===== src/rtl/cmp_trim_pkg.sv =====
package cmp_trim_pkg;

    typedef enum logic [2:0] {
        ST_IDLE,
        ST_CLEAR,
        ST_FIRST,
        ST_STEP,
        ST_CHECK,
        ST_DONE
    } trim_state_e;

endpackage


===== src/rtl/cmp_trim_qual.sv =====
module cmp_trim_qual (
    input  logic valid_i,
    input  logic outp_i,
    input  logic outn_i,
    input  logic waiting_i,
    output logic take_o,
    output logic dec_hi_o
);

    // A decision counts only on a strobe while an answer is awaited.
    always_comb begin
        take_o   = valid_i && waiting_i;
        dec_hi_o = outp_i && !outn_i;
    end

endmodule


===== src/rtl/cmp_trim_core.sv =====
module cmp_trim_core
    import cmp_trim_pkg::*;
#(
    parameter int CODE_W = 6
) (
    input  logic              clk,
    input  logic              rst_n,
    input  logic              start_i,
    input  logic              take_i,
    input  logic              dec_hi_i,
    output logic              waiting_o,
    output logic              req_o,
    output logic              short_o,
    output logic              sel_pos_o,
    output logic              sel_neg_o,
    output logic [CODE_W-1:0] code_o,
    output logic              done_o,
    output logic              sat_o
);

    localparam logic [CODE_W-1:0] CODE_MAX = {CODE_W{1'b1}};

    typedef struct packed {
        trim_state_e       state;
        logic [CODE_W-1:0] code;
        logic              sel_pos;
        logic              sel_neg;
        logic              short_in;
        logic              req;
        logic              done;
        logic              sat;
        logic              first_hi;
    } core_s;

    localparam core_s CORE_RST = '{
        state:    ST_IDLE,
        code:     '0,
        sel_pos:  1'b0,
        sel_neg:  1'b0,
        short_in: 1'b0,
        req:      1'b0,
        done:     1'b0,
        sat:      1'b0,
        first_hi: 1'b0
    };

    core_s r_d, r_q;

    always_comb begin
        r_d     = r_q;
        r_d.req = 1'b0;
        unique case (r_q.state)
            ST_IDLE, ST_DONE: begin
                if (start_i) begin
                    r_d.state    = ST_CLEAR;
                    r_d.code     = '0;
                    r_d.sel_pos  = 1'b0;
                    r_d.sel_neg  = 1'b0;
                    r_d.short_in = 1'b1;
                    r_d.done     = 1'b0;
                    r_d.sat      = 1'b0;
                end
            end
            ST_CLEAR: begin
                r_d.state = ST_FIRST;
                r_d.req   = 1'b1;
            end
            ST_FIRST: begin
                if (take_i) begin
                    r_d.first_hi = dec_hi_i;
                    r_d.sel_neg  = dec_hi_i;
                    r_d.sel_pos  = !dec_hi_i;
                    r_d.state    = ST_STEP;
                end
            end
            ST_STEP: begin
                if (r_q.code == CODE_MAX) begin
                    r_d.state    = ST_DONE;
                    r_d.done     = 1'b1;
                    r_d.sat      = 1'b1;
                    r_d.sel_pos  = 1'b0;
                    r_d.sel_neg  = 1'b0;
                    r_d.short_in = 1'b0;
                end else begin
                    r_d.code  = r_q.code + 1'b1;
                    r_d.state = ST_CHECK;
                    r_d.req   = 1'b1;
                end
            end
            ST_CHECK: begin
                if (take_i) begin
                    if (dec_hi_i != r_q.first_hi) begin
                        r_d.state    = ST_DONE;
                        r_d.done     = 1'b1;
                        r_d.sel_pos  = 1'b0;
                        r_d.sel_neg  = 1'b0;
                        r_d.short_in = 1'b0;
                    end else begin
                        r_d.state = ST_STEP;
                    end
                end
            end
            default: r_d = CORE_RST;
        endcase
    end

    always_ff @(posedge clk) begin
        if (!rst_n) r_q <= CORE_RST;
        else        r_q <= r_d;
    end

    always_comb begin
        waiting_o = (r_q.state == ST_FIRST) || (r_q.state == ST_CHECK);
        req_o     = r_q.req;
        short_o   = r_q.short_in;
        sel_pos_o = r_q.sel_pos;
        sel_neg_o = r_q.sel_neg;
        code_o    = r_q.code;
        done_o    = r_q.done;
        sat_o     = r_q.sat;
    end

endmodule


===== src/rtl/cmp_trim_ctrl.sv =====
module cmp_trim_ctrl #(
    parameter int CODE_W = 6
) (
    input  logic              clk,
    input  logic              rst_n,
    input  logic              cal_start_i,
    input  logic              cmp_valid_i,
    input  logic              cmp_outp_i,
    input  logic              cmp_outn_i,
    output logic              cmp_req_o,
    output logic              short_inputs_o,
    output logic              trim_sel_pos_o,
    output logic              trim_sel_neg_o,
    output logic [CODE_W-1:0] trim_code_o,
    output logic              cal_done_o,
    output logic              cal_sat_o
);

    logic waiting;
    logic take;
    logic dec_hi;

    cmp_trim_qual u_qual (
        .valid_i   (cmp_valid_i),
        .outp_i    (cmp_outp_i),
        .outn_i    (cmp_outn_i),
        .waiting_i (waiting),
        .take_o    (take),
        .dec_hi_o  (dec_hi)
    );

    cmp_trim_core #(.CODE_W(CODE_W)) u_core (
        .clk       (clk),
        .rst_n     (rst_n),
        .start_i   (cal_start_i),
        .take_i    (take),
        .dec_hi_i  (dec_hi),
        .waiting_o (waiting),
        .req_o     (cmp_req_o),
        .short_o   (short_inputs_o),
        .sel_pos_o (trim_sel_pos_o),
        .sel_neg_o (trim_sel_neg_o),
        .code_o    (trim_code_o),
        .done_o    (cal_done_o),
        .sat_o     (cal_sat_o)
    );

endmodule


===== config.mk =====
export PLATFORM = sky130hd
export DESIGN_NAME = cmp_trim_ctrl
export DESIGN_NICKNAME = d
export VERILOG_FILES = /design/src/rtl/cmp_trim_pkg.sv /design/src/rtl/cmp_trim_qual.sv /design/src/rtl/cmp_trim_core.sv /design/src/rtl/cmp_trim_ctrl.sv
export SDC_FILE = /design/constraint.sdc
export NUM_CORES = 1
export LEC_CHECK = 0
export ABC_AREA = 1
export BUFFER_PORTS_ARGS = -buffer_cell sky130_fd_sc_hd__buf_4
export CORE_MARGIN = 8
export CORE_UTILIZATION = 30
export DETAILED_ROUTE_END_ITERATION = 7
export HOLD_SLACK_MARGIN = 0.05
export PLACE_DENSITY_LB_ADDON = 0.2
export SLEW_MARGIN = 25
export SYNTH_ARGS = -nofsm -noshare
export SYNTH_HDL_FRONTEND = slang
export SYNTH_SLANG_ARGS = --single-unit
export TNS_END_PERCENT = 50

===== constraint.sdc =====
create_clock -name clk -period 1.9 [get_ports clk]
set_input_delay 0.095 -clock clk [delete_from_list [all_inputs] [get_ports clk]]
set_output_delay 0.095 -clock clk [all_outputs]
set_load 0.005 [all_outputs]

# After elaboration in Yosys (flattened, before gate mapping)
# Index checks and enable logic that the tools add are counted.
dict set report totals {
  register_bits 16
  input_bits 6
  out_inout_bits 12
  word_cells 67
}
dict set report op_classes {
  add_sub_neg 1
  n_eq_ne 13
  muxes 24
  bitwise 4
  reduce_logical 16
}
# op count
set ops {}
lappend ops {{$mux W3} 6}
lappend ops {{$pmux W6 S3} 1}
lappend ops {{$pmux W3 S5} 1}
lappend ops {{$mux W12} 1}
lappend ops {{$pmux W2 S5} 1}
lappend ops {{$reduce_and A3 Y1} 3}
lappend ops {{$ne A2 B2 Y1 const B} 4}
lappend ops {{$pmux W1 S4} 2}
lappend ops {{$add A6 B1 Y6 const B} 1}
lappend ops {{$eq A3 B2 Y1 const B} 2}
lappend ops {{$eq A3 B3 Y1 const B} 2}
lappend ops {{$eq A6 B6 Y1 const B} 1}
lappend ops {{$mux W2} 3}
lappend ops {{$mux W6} 1}
lappend ops {{$reduce_and A6 Y1} 1}
lappend ops {{$mux W1} 5}
lappend ops {{$reduce_and A5 Y1} 1}
lappend ops {{$reduce_or A5 Y1} 1}
lappend ops {{$ne A2 B1 Y1 const B} 2}
lappend ops {{$not A1 Y1} 4}
lappend ops {{$pmux W1 S2} 2}
lappend ops {{$reduce_or A2 Y1} 2}
lappend ops {{$eq A3 B1 Y1 const B} 1}
lappend ops {{$logic_not A3 Y1} 1}
lappend ops {{7 further kinds} 9}

# Logic depth before layout (Yosys ltp)
# Gate-level depths: netlist of the first run.
dict set report depth {
  word_depth 6
  ltp_mapped 9
  mapped_depth_nobuf 9
}

# Hierarchy
# Synthesis of the first run repeated with hierarchy kept, for this count alone.
dict set report unflattened {
  cells_unflattened 160
  hier_area_um2 989.7
}
# mod instances cells_per_inst area_each_um2 seq_area_each_um2
set by_module_without_submodules {}
lappend by_module_without_submodules {cmp_trim_core 1 156 972.2 320.3}
lappend by_module_without_submodules {cmp_trim_qual 1 4 17.5 0.0}

# Worst setup path before layout of the first run
# No wires, ideal clock.
dict set report synth_timing {
  path_type {flip-flop to flip-flop}
  from {register u_core.r_q, in the netlist u_core.code_o[0]}
  to {register u_core.r_q, in the netlist u_core.sel_neg_o}
  setup_time_ns 0.062
  arrival_time_ns 1.269
  t_required_ns 1.838
  slack_ns 0.569
  stages_incl_launch_ff 10
  path_buffers 0
  period_less_slack_ns 1.331
  path_cell_list {dfxtp_1 ha_1 nand3_1 nor2_2 nand2_4 nand2_2 nand2_2 nor2_2 nor2_1 nor2_2}
}
dict set report synth_via {
  elab_chain_len 3
}
# element line
set synth_rtl {}
lappend synth_rtl {{start: declaration} cmp_trim_core.sv:47} ;# core_s r_d, r_q;
lappend synth_rtl {{start signal: assignment} cmp_trim_core.sv:109} ;# else r_q <= r_d;
lappend synth_rtl {{$eq A6 B6 Y1} cmp_trim_core.sv:77} ;# if (r_q.code == CODE_MAX) begin
lappend synth_rtl {{$ne A2 B1 Y1 (no source line)} n/a}
lappend synth_rtl {{$reduce_and A6 Y1 (no source line)} n/a}
# No other way between the ends.
# A chain may end at the register's enable or synchronous reset.

# Worst setup path in the final report of the first run
dict set report layout_timing {
  from {register u_core.r_q[14] (netlist bit)}
  to {register u_core.r_q, in the netlist u_core.code_o[5]}
}
dict set report layout_via {
  elab_chain_len 4
  word_cells_on_any_way 13
  cone_classes {7 x eq/ne; 1 x mux; 1 x bitwise; 4 x reduce/logical}
}
# element line
set layout_rtl {}
lappend layout_rtl {{$eq A3 B3 Y1 (tied with other cells)} cmp_trim_core.sv:52} ;# unique case (r_q.state)
lappend layout_rtl {{$reduce_or A2 Y1 or $reduce_or A3 Y1 (tied branches)} n/a}
lappend layout_rtl {{$ne A2 B2 Y1 (no source line) or $not A1 Y1 (tied branches)} n/a}
lappend layout_rtl {{$reduce_and A3 Y1 (no source line)} n/a}
# Several ways; a longest one is shown, not always the timed one.

==> flow_metrics.py, run 1 <==
metrics = {
    "setup_path": {
        "start_kind": "register",
        "critPathCaptureType": "register",
        "path_max_fanout": 8,
        "path_class": "register to register",
        "arrival_ps": 1720,
        "worstPathRequired_ps": 2120,
    },
    "floorplanning": {
        "start_util": 0.317,
        "die_h_microns": 75.9,
        "die_w_microns": 75.9,
        "die_area_sq_um": 5760,
        "coreArea_sq_um": 3390,
        "ioPinCount": 18,
        "fp-row-count": 21,
    },
    "synthesis": {
        "syn-instance-count": 142,
        "async_flop_share": 0,
        "yosysMostFrequentCell": "nand2_1",
        "synth_warnings": 0,
        "syn_avg_cell_area_sq_um": 7.58,
        "yosys-top-cells-area": "dfxtp_1, nand2_1, a21oi_1",
        "synth_edf_count": 0,
        "syn-num-nets": 149,
        "synth_ff_type": "dfxtp_1",
        "ys_ff_latch": 16,
        "yosysUniqueCellTypes": 30,
        "seq_area_frac_synth": 0.298,
        "yosysTopAreaCellShare": 0.298,
        "synth_area_leader_cell": "dfxtp_1",
        "synth_area_sq_um": 1080,
        "yosys-top-cells-count": "nand2_1, dfxtp_1, nor2_1, inv_1",
    },
    "sta": {
        "worst_hold_slack_ps": 68.4,
        "setup_viol": 0,
        "timing.final.crit_share": 0.793,
        "hold_violations": 0,
        "min_period_ps": 1510,
        "slew_viol_final": 0,
        "finalSetupTns_ps": 0,
        "worst_pin_slew_ps": 450,
        "rsz0062_at_grt": "false",
        "fin_skew_ps": 2.79,
        "fin_ws_ps": 393,
        "max_freq_mhz": 664,
        "maxSlewHeadroom": 0.699,
    },
    "clocking": {
        "hold_buffers": 0,
        "post_cts.repair.setup_buffers": 0,
        "htreeDepth": 1,
        "cts_sinks": 16,
        "numCtsBuffers": 3,
        "path_clk_slew_ps": 100,
        "clk_latency_ps": 290,
        "cts-root-buf": "clkbuf_4",
        "cts_resized": 0,
        "clk_path_buf_depth": 2,
        "cts_tree": "done",
    },
    "placement": {
        "portBuffers": 17,
        "place_congestion": 0.827,
        "hpwl_mm": 1.89,
        "pre_cts_slack_ps": 406,
    },
    "route": {
        "drc": 0,
        "drtPass1Iterations": 4,
        "wirelength_mm": 2.33,
        "drt_iter0_drc": 34,
        "drt-wirelength-per-cell_microns": 11.5,
        "vias": 912,
        "routed_via_density": 4.51,
        "drtAntennaViolNets": 0,
    },
    "pwr": {
        "power_mw": 1.13,
        "leakage_nw": 0.575,
        "power_density_nw_per_um2": 911,
        "irDropWorstVdd_v": 0.000338,
    },
    "finish": {
        "nNetsFinal": 164,
        "diodes": 0,
        "fin_util": 0.366,
        "drive_gt1_frac": 0.346,
        "area_growth_pct": 15.3,
    },
    "run": {
        "cap_violations": 0,
    },
    "global_routing": {
        "grt_max_degree": 11,
        "grt_pass1_vias": 954,
        "grt_antenna_before_repair": 0,
        "grt_overflow": 0,
        "grt_pass1_wl_mm": 4.11,
        "grt_usage": 0.0918,
    },
    "worst_hold_path": {
        "min_path_type": "input port to register",
    },
    "outcome": {
        "run_status": "complete, no violations",
    },
}
## power by group
part | leakage [nW] | internal, mW | switching (mW)
clock | 0.0210 | 0.117 | 0.110
sequential | 0.130 | 0.384 | 0.0513
combinational | 0.423 | 0.188 | 0.280
## cells by family after synthesis
group                    Yosys count  share of synthesized area
AND/OR/NAND/NOR                   79                      0.453
XOR/XNOR                           2                     0.0163
AO/OA/AOI/OAI                     18                     0.0988
adder cells (fa/ha/maj)            1                     0.0116
buffers and inverters             26                      0.122
flip-flops                        16                      0.298
## area by class of cell
type / count / area [sq um]
clock buffer: 4 / 36.3
fill: 357 / 2150
inverter: 19 / 75.1
multi-input combinational: 100 / 624
sequential: 16 / 320
tap: 46 / 57.6
timing repair buffer: 17 / 128
## worst paths after layout
kind	slack, ps	depth (start not counted)	end	start
hold reg to reg	450	2	u_core.sat_o$_SDFFE_PN0P_	u_core.sat_o$_SDFFE_PN0P_
setup reg to reg	390	8	u_core.code_o[5]$_SDFFE_PN0P_	u_core.r_q[14]$_SDFFE_PN0P_
setup / recovery	390	8	u_core.code_o[5]$_SDFFE_PN0P_	u_core.r_q[14]$_SDFFE_PN0P_
hold / removal	70	3	u_core.short_o$_SDFFE_PN0P_	rst_n
## flip-flops by register name, indices dropped and copies added, names as in the netlist
register and cells:
u_core.req_o 1, u_core.done_o 1, u_core.sat_o 1, u_core.sel_pos_o 1, u_core.code_o 6, u_core.short_o 1, u_core.sel_neg_o 1, u_core.r_q 4
## cell usage in the layout, fill, tap and decap left out, types with 2 or more instances in the layout
cell type / netlist / layout
o21ai_1: 3 / 3
nor2_2: 6 / 6
nand3b_1: 2 / 2
a21oi_1: 11 / 11
inv_2: 4 / 4
xor2_1: 2 / 2
nor2_1: 13 / 13
nand3_4: 2 / 2
nor2_8: 2 / 2
nand2_2: 6 / 6
nand2_1: 25 / 25
nand2_4: 3 / 3
nand3_2: 4 / 4
buf_4: 6 / 17
nand4_1: 2 / 2
nand3_1: 11 / 11
inv_1: 12 / 12
clkbuf_4: 0 / 3
dfxtp_1: 16 / 16
## routing by layer
| metal | global-route usage | wire length [microns] | vias to the layer above |
|---|---|---|---|
| li1 | - | - | 480 |
| met3 | 0.0184 | 116 | 6 |
| met5 | 0 | 0 | - |
| met2 | 0.163 | 1120 | 18 |
| met1 | 0.0998 | 1040 | 408 |
| met4 | 0.0490 | 48 | 0 |
## metrics by stage
stage | area [sq um] | cells
6_report | 1240 | 202
5_1_grt | 1240 | 202
4_1_cts | 1240 | 202
3_5_place_dp | 1200 | 198
3_3_place_gp | 1200 | 198
2_1_floorplan | 1080 | 142
## critical path: stages (launching register included)
cell and delay (ps):
dfxtp_1 610, inv_2 140, nand3_2 110, nand2_2 110, nor2_8 120, nand3_4 120
clkinv_2 70, nand2_1 40, a21oi_1 110
Note: power is estimated with default switching activity, not from simulation.
==> run 2, diff against run 1 <==
- clock period: 1.9 -> 1.3 ns (I/O delays scaled with it)
==> run 2 against run 1 <==
Compared with the run above:
- maximum frequency grew 21%
- design area grew 17%
- critical path depth increased by 1
- clock skew about the same
- sequential cell count stayed put
- via count grew 9.5%
- hold slack better by 150 ps
- final cell count rose by 8.9%
- sequential power grew 44%
- register-to-register slack worse by 340 ps
- utilization up 6.4 points
- critical endpoint is now u_core.sel_pos_o$_SDFFE_PN0P_
==> flow_metrics.py, run 2 (synthesis results as in run 1) <==
metrics = {
    "outcome": {
        "run_status": "complete, no violations",
    },
    "finish": {
        "diodes": 0,
        "instances_no_fill": 220,
        "area_growth_pct": 35.5,
        "layout_common_cells": "buf_4, nand2_1, inv_1, nor2_1",
        "drive_gt1_frac": 0.471,
        "largest_reg_flops": 6,
        "nNetsFinal": 182,
        "fin_util": 0.430,
        "final_common_cell": "buf_4",
    },
    "sta": {
        "worst_pin_slew_ps": 363,
        "max_freq_mhz": 800,
        "min_period_ps": 1250,
        "worst_hold_slack_ps": 219,
        "rsz0062_at_grt": "true",
        "slew_viol_final": 0,
        "fin_skew_ps": 3.09,
        "hold_violations": 0,
        "timing.final.crit_share": 0.962,
        "maxSlewHeadroom": 0.757,
        "setup_viol": 0,
    },
    "setup_path": {
        "reg2reg_depth": 9,
        "cpMaxStageDelayCell": "dfxtp_2",
        "worstPathRequired_ps": 1540,
        "path_max_fanout": 3,
        "rr_endpoint": "u_core.sel_pos_o$_SDFFE_PN0P_",
        "start_kind": "register",
        "crit_chain": "ha_4 -> nand3_4 -> nor2_4 -> nand2_4 -> nand2_4 -> nand2_2 -> nor2_2 -> nor2_1 -> nor2_2",
        "ff2ff_setup_slack_ps": 50,
        "critPathCaptureType": "register",
        "max_stage_delay_ps": 370,
        "endpoint": "u_core.sel_pos_o$_SDFFE_PN0P_",
        "r2r_start": "u_core.code_o[1]$_SDFFE_PN0P_",
        "arrival_ps": 1490,
        "worstSetupStartpoint": "u_core.code_o[1]$_SDFFE_PN0P_",
        "path_class": "register to register",
    },
    "placement": {
        "hpwl_mm": 2.10,
        "place_congestion": 0.841,
        "portBuffers": 17,
        "place_inst": 215,
    },
    "clocking": {
        "htreeDepth": 1,
        "numCtsBuffers": 3,
        "clk_path_buf_depth": 2,
        "cts-root-buf": "clkbuf_4",
        "clk_latency_ps": 290,
        "cts_tree": "done",
        "post_cts.repair.setup_buffers": 0,
        "path_clk_slew_ps": 100,
        "cts_sinks": 16,
    },
    "pwr": {
        "p_sw_uw": 699,
        "power.share.switching": 0.384,
        "power_density_nw_per_um2": 1250,
        "leakage_nw": 0.675,
        "combPwrFrac": 0.465,
        "irDropWorstVdd_v": 0.000544,
        "seq_power_share": 0.345,
        "pwr-share-clk": 0.190,
        "power_mw": 1.82,
        "p_int_mw": 1.12,
    },
    "run": {
        "cap_violations": 0,
    },
    "global_routing": {
        "grt_pass1_vias": 996,
        "grt_overflow": 0,
        "grt_max_degree": 11,
        "grt_antenna_before_repair": 0,
        "grt_pass1_wl_mm": 4.31,
        "grt_usage": 0.0978,
    },
    "floorplanning": {
        "die_area_sq_um": 5760,
        "ioPinCount": 18,
        "start_util": 0.317,
        "coreArea_sq_um": 3390,
        "fp-row-count": 21,
        "die_w_microns": 75.9,
        "die_h_microns": 75.9,
    },
    "route": {
        "drc": 0,
        "wirelength_mm": 2.59,
        "drtPass1Iterations": 4,
        "drtAntennaViolNets": 0,
        "routed_via_density": 4.54,
        "drt-wirelength-per-cell_microns": 11.8,
        "vias": 999,
        "drt_iter0_drc": 50,
    },
    "worst_hold_path": {
        "min_path_type": "input port to register",
    },
}
==> run 2: layout make-up <==
class	instances	area, sq um
Fill cell	354	1930
Multi-Input combinational cell	100	683
Sequential cell	16	335
Timing Repair Buffer	35	265
Inverter	19	80.1
Tap cell	46	57.6
Clock buffer	4	36.3
==> run 2: routing by layer <==
layer  up-vias  track usage  part of all wire
met5         -            0                 0
met4         0       0.0384             0.013
met3         4       0.0171             0.029
met2        16        0.177              0.52
met1       459        0.110              0.44
li1        520            -                 -
==> run 2: worst min path at each step <==
| stage | end | slack, ps | cells past startpoint | from |
|---|---|---|---|---|
| 2_1_floorplan | u_core.short_o$_SDFFE_PN0P_ | 190 | 2 | rst_n |
| 3_3_place_gp | u_core.short_o$_SDFFE_PN0P_ | 350 | 3 | rst_n |
| 3_5_place_dp | u_core.short_o$_SDFFE_PN0P_ | 350 | 3 | rst_n |
| 4_1_cts | u_core.r_q[13]$_SDFFE_PN0P_ | 200 | 6 | cmp_valid_i |
| 5_1_grt | u_core.r_q[13]$_SDFFE_PN0P_ | 240 | 6 | cmp_valid_i |
| 6_report | u_core.r_q[13]$_SDFFE_PN0P_ | 220 | 6 | cmp_valid_i |
==> run 2: repair_timing <==
item                                    4_1_cts  5_1_grt
pin swaps                                     3        5
endpoints found under the setup margin        4       16
gates resized for setup                       5       12
hold buffers                                  1        0
endpoints found under the hold margin         3        0
==> run 2: power groups by stage <==
stage / Clock (mW) / Sequential [mW] / Combinational (mW)
finish: 0.346 / 0.627 / 0.847
global route: 0.368 / 0.638 / 0.938
CTS: 0.364 / 0.625 / 0.816
detailed placement: 0 / 0.629 / 0.805
global placement: 0 / 0.625 / 0.804
floorplan: 0 / 0.621 / 0.548
==> run 2: worst max-delay path, delay by kind of cell (launching register included) <==
| kind | cells | cell delay, ps |
|---|---|---|
| and+or+nand+nor | 8 | 680 |
| adders and majority gates | 1 | 150 |
| DFF | 1 | 370 |
==> run 2: metrics by stage <==
step	worst slack, ps	instance area (sq um)	TNS [ps]
floorplan	4.06	1100	0
global placement	-12.5	1360	-22.4
detailed placement	-26.1	1360	-60.7
CTS	5.37	1420	0
global route	-58.4	1460	-189
finish	49.7	1460	0
==> run 3, diff against run 2 <==
- CELL_PAD_IN_SITES_DETAIL_PLACEMENT: not set -> 0
- CELL_PAD_IN_SITES_GLOBAL_PLACEMENT: not set -> 2
- CORE_UTILIZATION: 30 -> 28
==> run 3 against run 2 <==
Compared with the run above:
- critical path type unchanged
- design area grew 4.9%
- non-clock buffer count grew 8
- largest power group unchanged
- largest cell class unchanged
- die area grew 5.6%
- clock power grew 7.8%
- utilization shrank 1.6 points
- first-iteration DRC count shrank 18%
==> flow_metrics.py, run 3 (synthesis results as in run 1) <==
metrics = {
    "finish": {
        "fill_cells": 410,
        "diodes": 0,
        "drive_gt1_frac": 0.497,
        "nNetsFinal": 190,
        "final_common_cell": "buf_4",
        "layout_common_cells": "buf_4, nand2_1, inv_1, nor2_1, a21oi_1",
        "largest_reg_flops": 6,
        "instances_no_fill": 229,
        "area_growth_pct": 42.1,
        "fin_area_sq_um": 1530,
    },
    "route": {
        "drt-met1-wl_mm": 1.19,
        "drt-wirelength-per-cell_microns": 12.0,
        "wirelength_mm": 2.74,
        "vias": 1011,
        "wl_met2_mm": 1.41,
        "drt_iter0_drc": 41,
        "top_layer_used": "met4",
        "drtAntennaViolNets": 0,
        "drtPass1Iterations": 4,
        "wl_met3_microns": 48,
        "routed_via_density": 4.41,
        "drc": 0,
    },
    "setup_path": {
        "critPathCaptureType": "register",
        "arrival_ps": 1420,
        "worstPathRequired_ps": 1440,
        "start_kind": "register",
        "path_class": "register to register",
        "path_max_fanout": 3,
    },
    "floorplanning": {
        "die_w_microns": 78.0,
        "die_h_microns": 78.0,
        "coreArea_sq_um": 3690,
        "start_util": 0.292,
        "fp-row-count": 22,
        "ioPinCount": 18,
        "die_area_sq_um": 6080,
    },
    "pwr": {
        "combPwrFrac": 0.486,
        "power_density_nw_per_um2": 1270,
        "irDropWorstVdd_v": 0.000446,
        "p_sw_uw": 712,
        "seq_power_share": 0.322,
        "pwr-share-clk": 0.192,
        "leakage_nw": 0.721,
        "power.share.switching": 0.366,
        "p_int_mw": 1.23,
    },
    "global_routing": {
        "grt_antenna_before_repair": 0,
        "grt_overflow": 0,
        "grt_pass1_wl_mm": 4.54,
        "grt_usage": 0.0907,
        "grt_pass1_vias": 1020,
        "grt_max_degree": 11,
    },
    "sta": {
        "worst_pin_slew_ps": 343,
        "rsz0062_at_grt": "true",
        "max_freq_mhz": 781,
        "fin_ws_ps": 19.5,
        "finalSetupTns_ps": 0,
        "hold_violations": 0,
        "setup_viol": 0,
        "timing.final.crit_share": 0.985,
        "min_period_ps": 1280,
        "fin_skew_ps": 2.67,
        "maxSlewHeadroom": 0.770,
        "slew_viol_final": 0,
    },
    "clocking": {
        "numCtsBuffers": 3,
        "cts_tree": "done",
        "clk_latency_ps": 250,
        "path_clk_slew_ps": 60,
        "hold_buffers": 0,
        "clk_path_buf_depth": 2,
        "htreeDepth": 1,
        "cts-root-buf": "clkbuf_8",
        "cts_sinks": 16,
    },
    "placement": {
        "place_congestion": 0.774,
        "place_inst": 224,
        "portBuffers": 17,
        "placed_area_sq_um": 1420,
        "hpwl_mm": 2.22,
        "pre_cts_slack_ps": -61.2,
    },
    "outcome": {
        "run_status": "complete, no violations",
    },
    "worst_hold_path": {
        "min_path_type": "input port to register",
    },
    "run": {
        "cap_violations": 0,
    },
}
==> run 3: cell count changes in the layout (fill, tap and decap cells not counted), moves of 2 or more <==
| cell | previous run | this run |
|---|---|---|
| buf_4 | 34 | 42 |
| clkbuf_4 | 3 | 0 |
| clkbuf_8 | 1 | 3 |
| nand2_2 | 4 | 6 |
==> run 3: critical path, stage by stage, from the launching register on <==
cell and delay (ps):
dfxtp_2 350, ha_4 150, nand3_4 110, o21ai_4 210, nand2_2 70, nor2_2 100
nand3_1 80, nand2_1 80, nor2_2 30
==> run 3: metal layers <==
metal	GRT usage	vias to the layer above
li1	-	525
met1	0.0993	466
met2	0.165	12
met3	0.0150	8
met4	0.0426	0
met5	0	-
==> run 3: worst paths after layout <==
kind / slack [ps] / cells past startpoint / endpoint / start
setup / recovery: 20 / 8 / u_core.sel_neg_o$_SDFFE_PN0P_ / u_core.code_o[1]$_SDFFE_PN0P_
hold / removal: 100 / 3 / u_core.short_o$_SDFFE_PN0P_ / rst_n
setup reg to reg: 20 / 8 / u_core.sel_neg_o$_SDFFE_PN0P_ / u_core.code_o[1]$_SDFFE_PN0P_
hold reg to reg: 450 / 2 / u_core.sat_o$_SDFFE_PN0P_ / u_core.sat_o$_SDFFE_PN0P_
==> run 3: power by group through the flow <==
stage / Sequential, mW / Combinational (mW) / Clock, mW
final: 0.627 / 0.947 / 0.373
after global routing: 0.638 / 1.04 / 0.408
after CTS: 0.620 / 0.934 / 0.383
after detailed placement: 0.626 / 0.910 / 0
after global placement: 0.623 / 0.912 / 0
after floorplan: 0.621 / 0.548 / 0
==> run 3: what timing repair did <==
| item | CTS | global route |
|---|---|---|
| gates resized for setup | 5 | 11 |
| hold endpoints to repair | 0 | 0 |
| buffers inserted | 2 | 0 |
| gates cloned | 0 | 0 |
| pin swaps | 2 | 7 |
| endpoints found under the setup margin | 6 | 15 |
==> run 3: area by class of cell <==
type                            instances  area (sq um)  area share
Timing Repair Buffer                   43           335       0.219
Sequential cell                        16           335       0.219
Tap cell                               48          60.1      0.0393
Clock buffer                            3          41.3      0.0270
Inverter                               19          82.6      0.0540
Multi-Input combinational cell        100           674       0.441
==> run 3: stage by stage <==
stage                      util  power, mW  hold WS (ps)
after floorplan               -       1.17           186
final                     0.415       1.95          95.7
after global routing      0.415       2.08           110
after detailed placement  0.386       1.54           358
after global placement    0.386       1.53           362
after CTS                 0.406       1.94          97.3
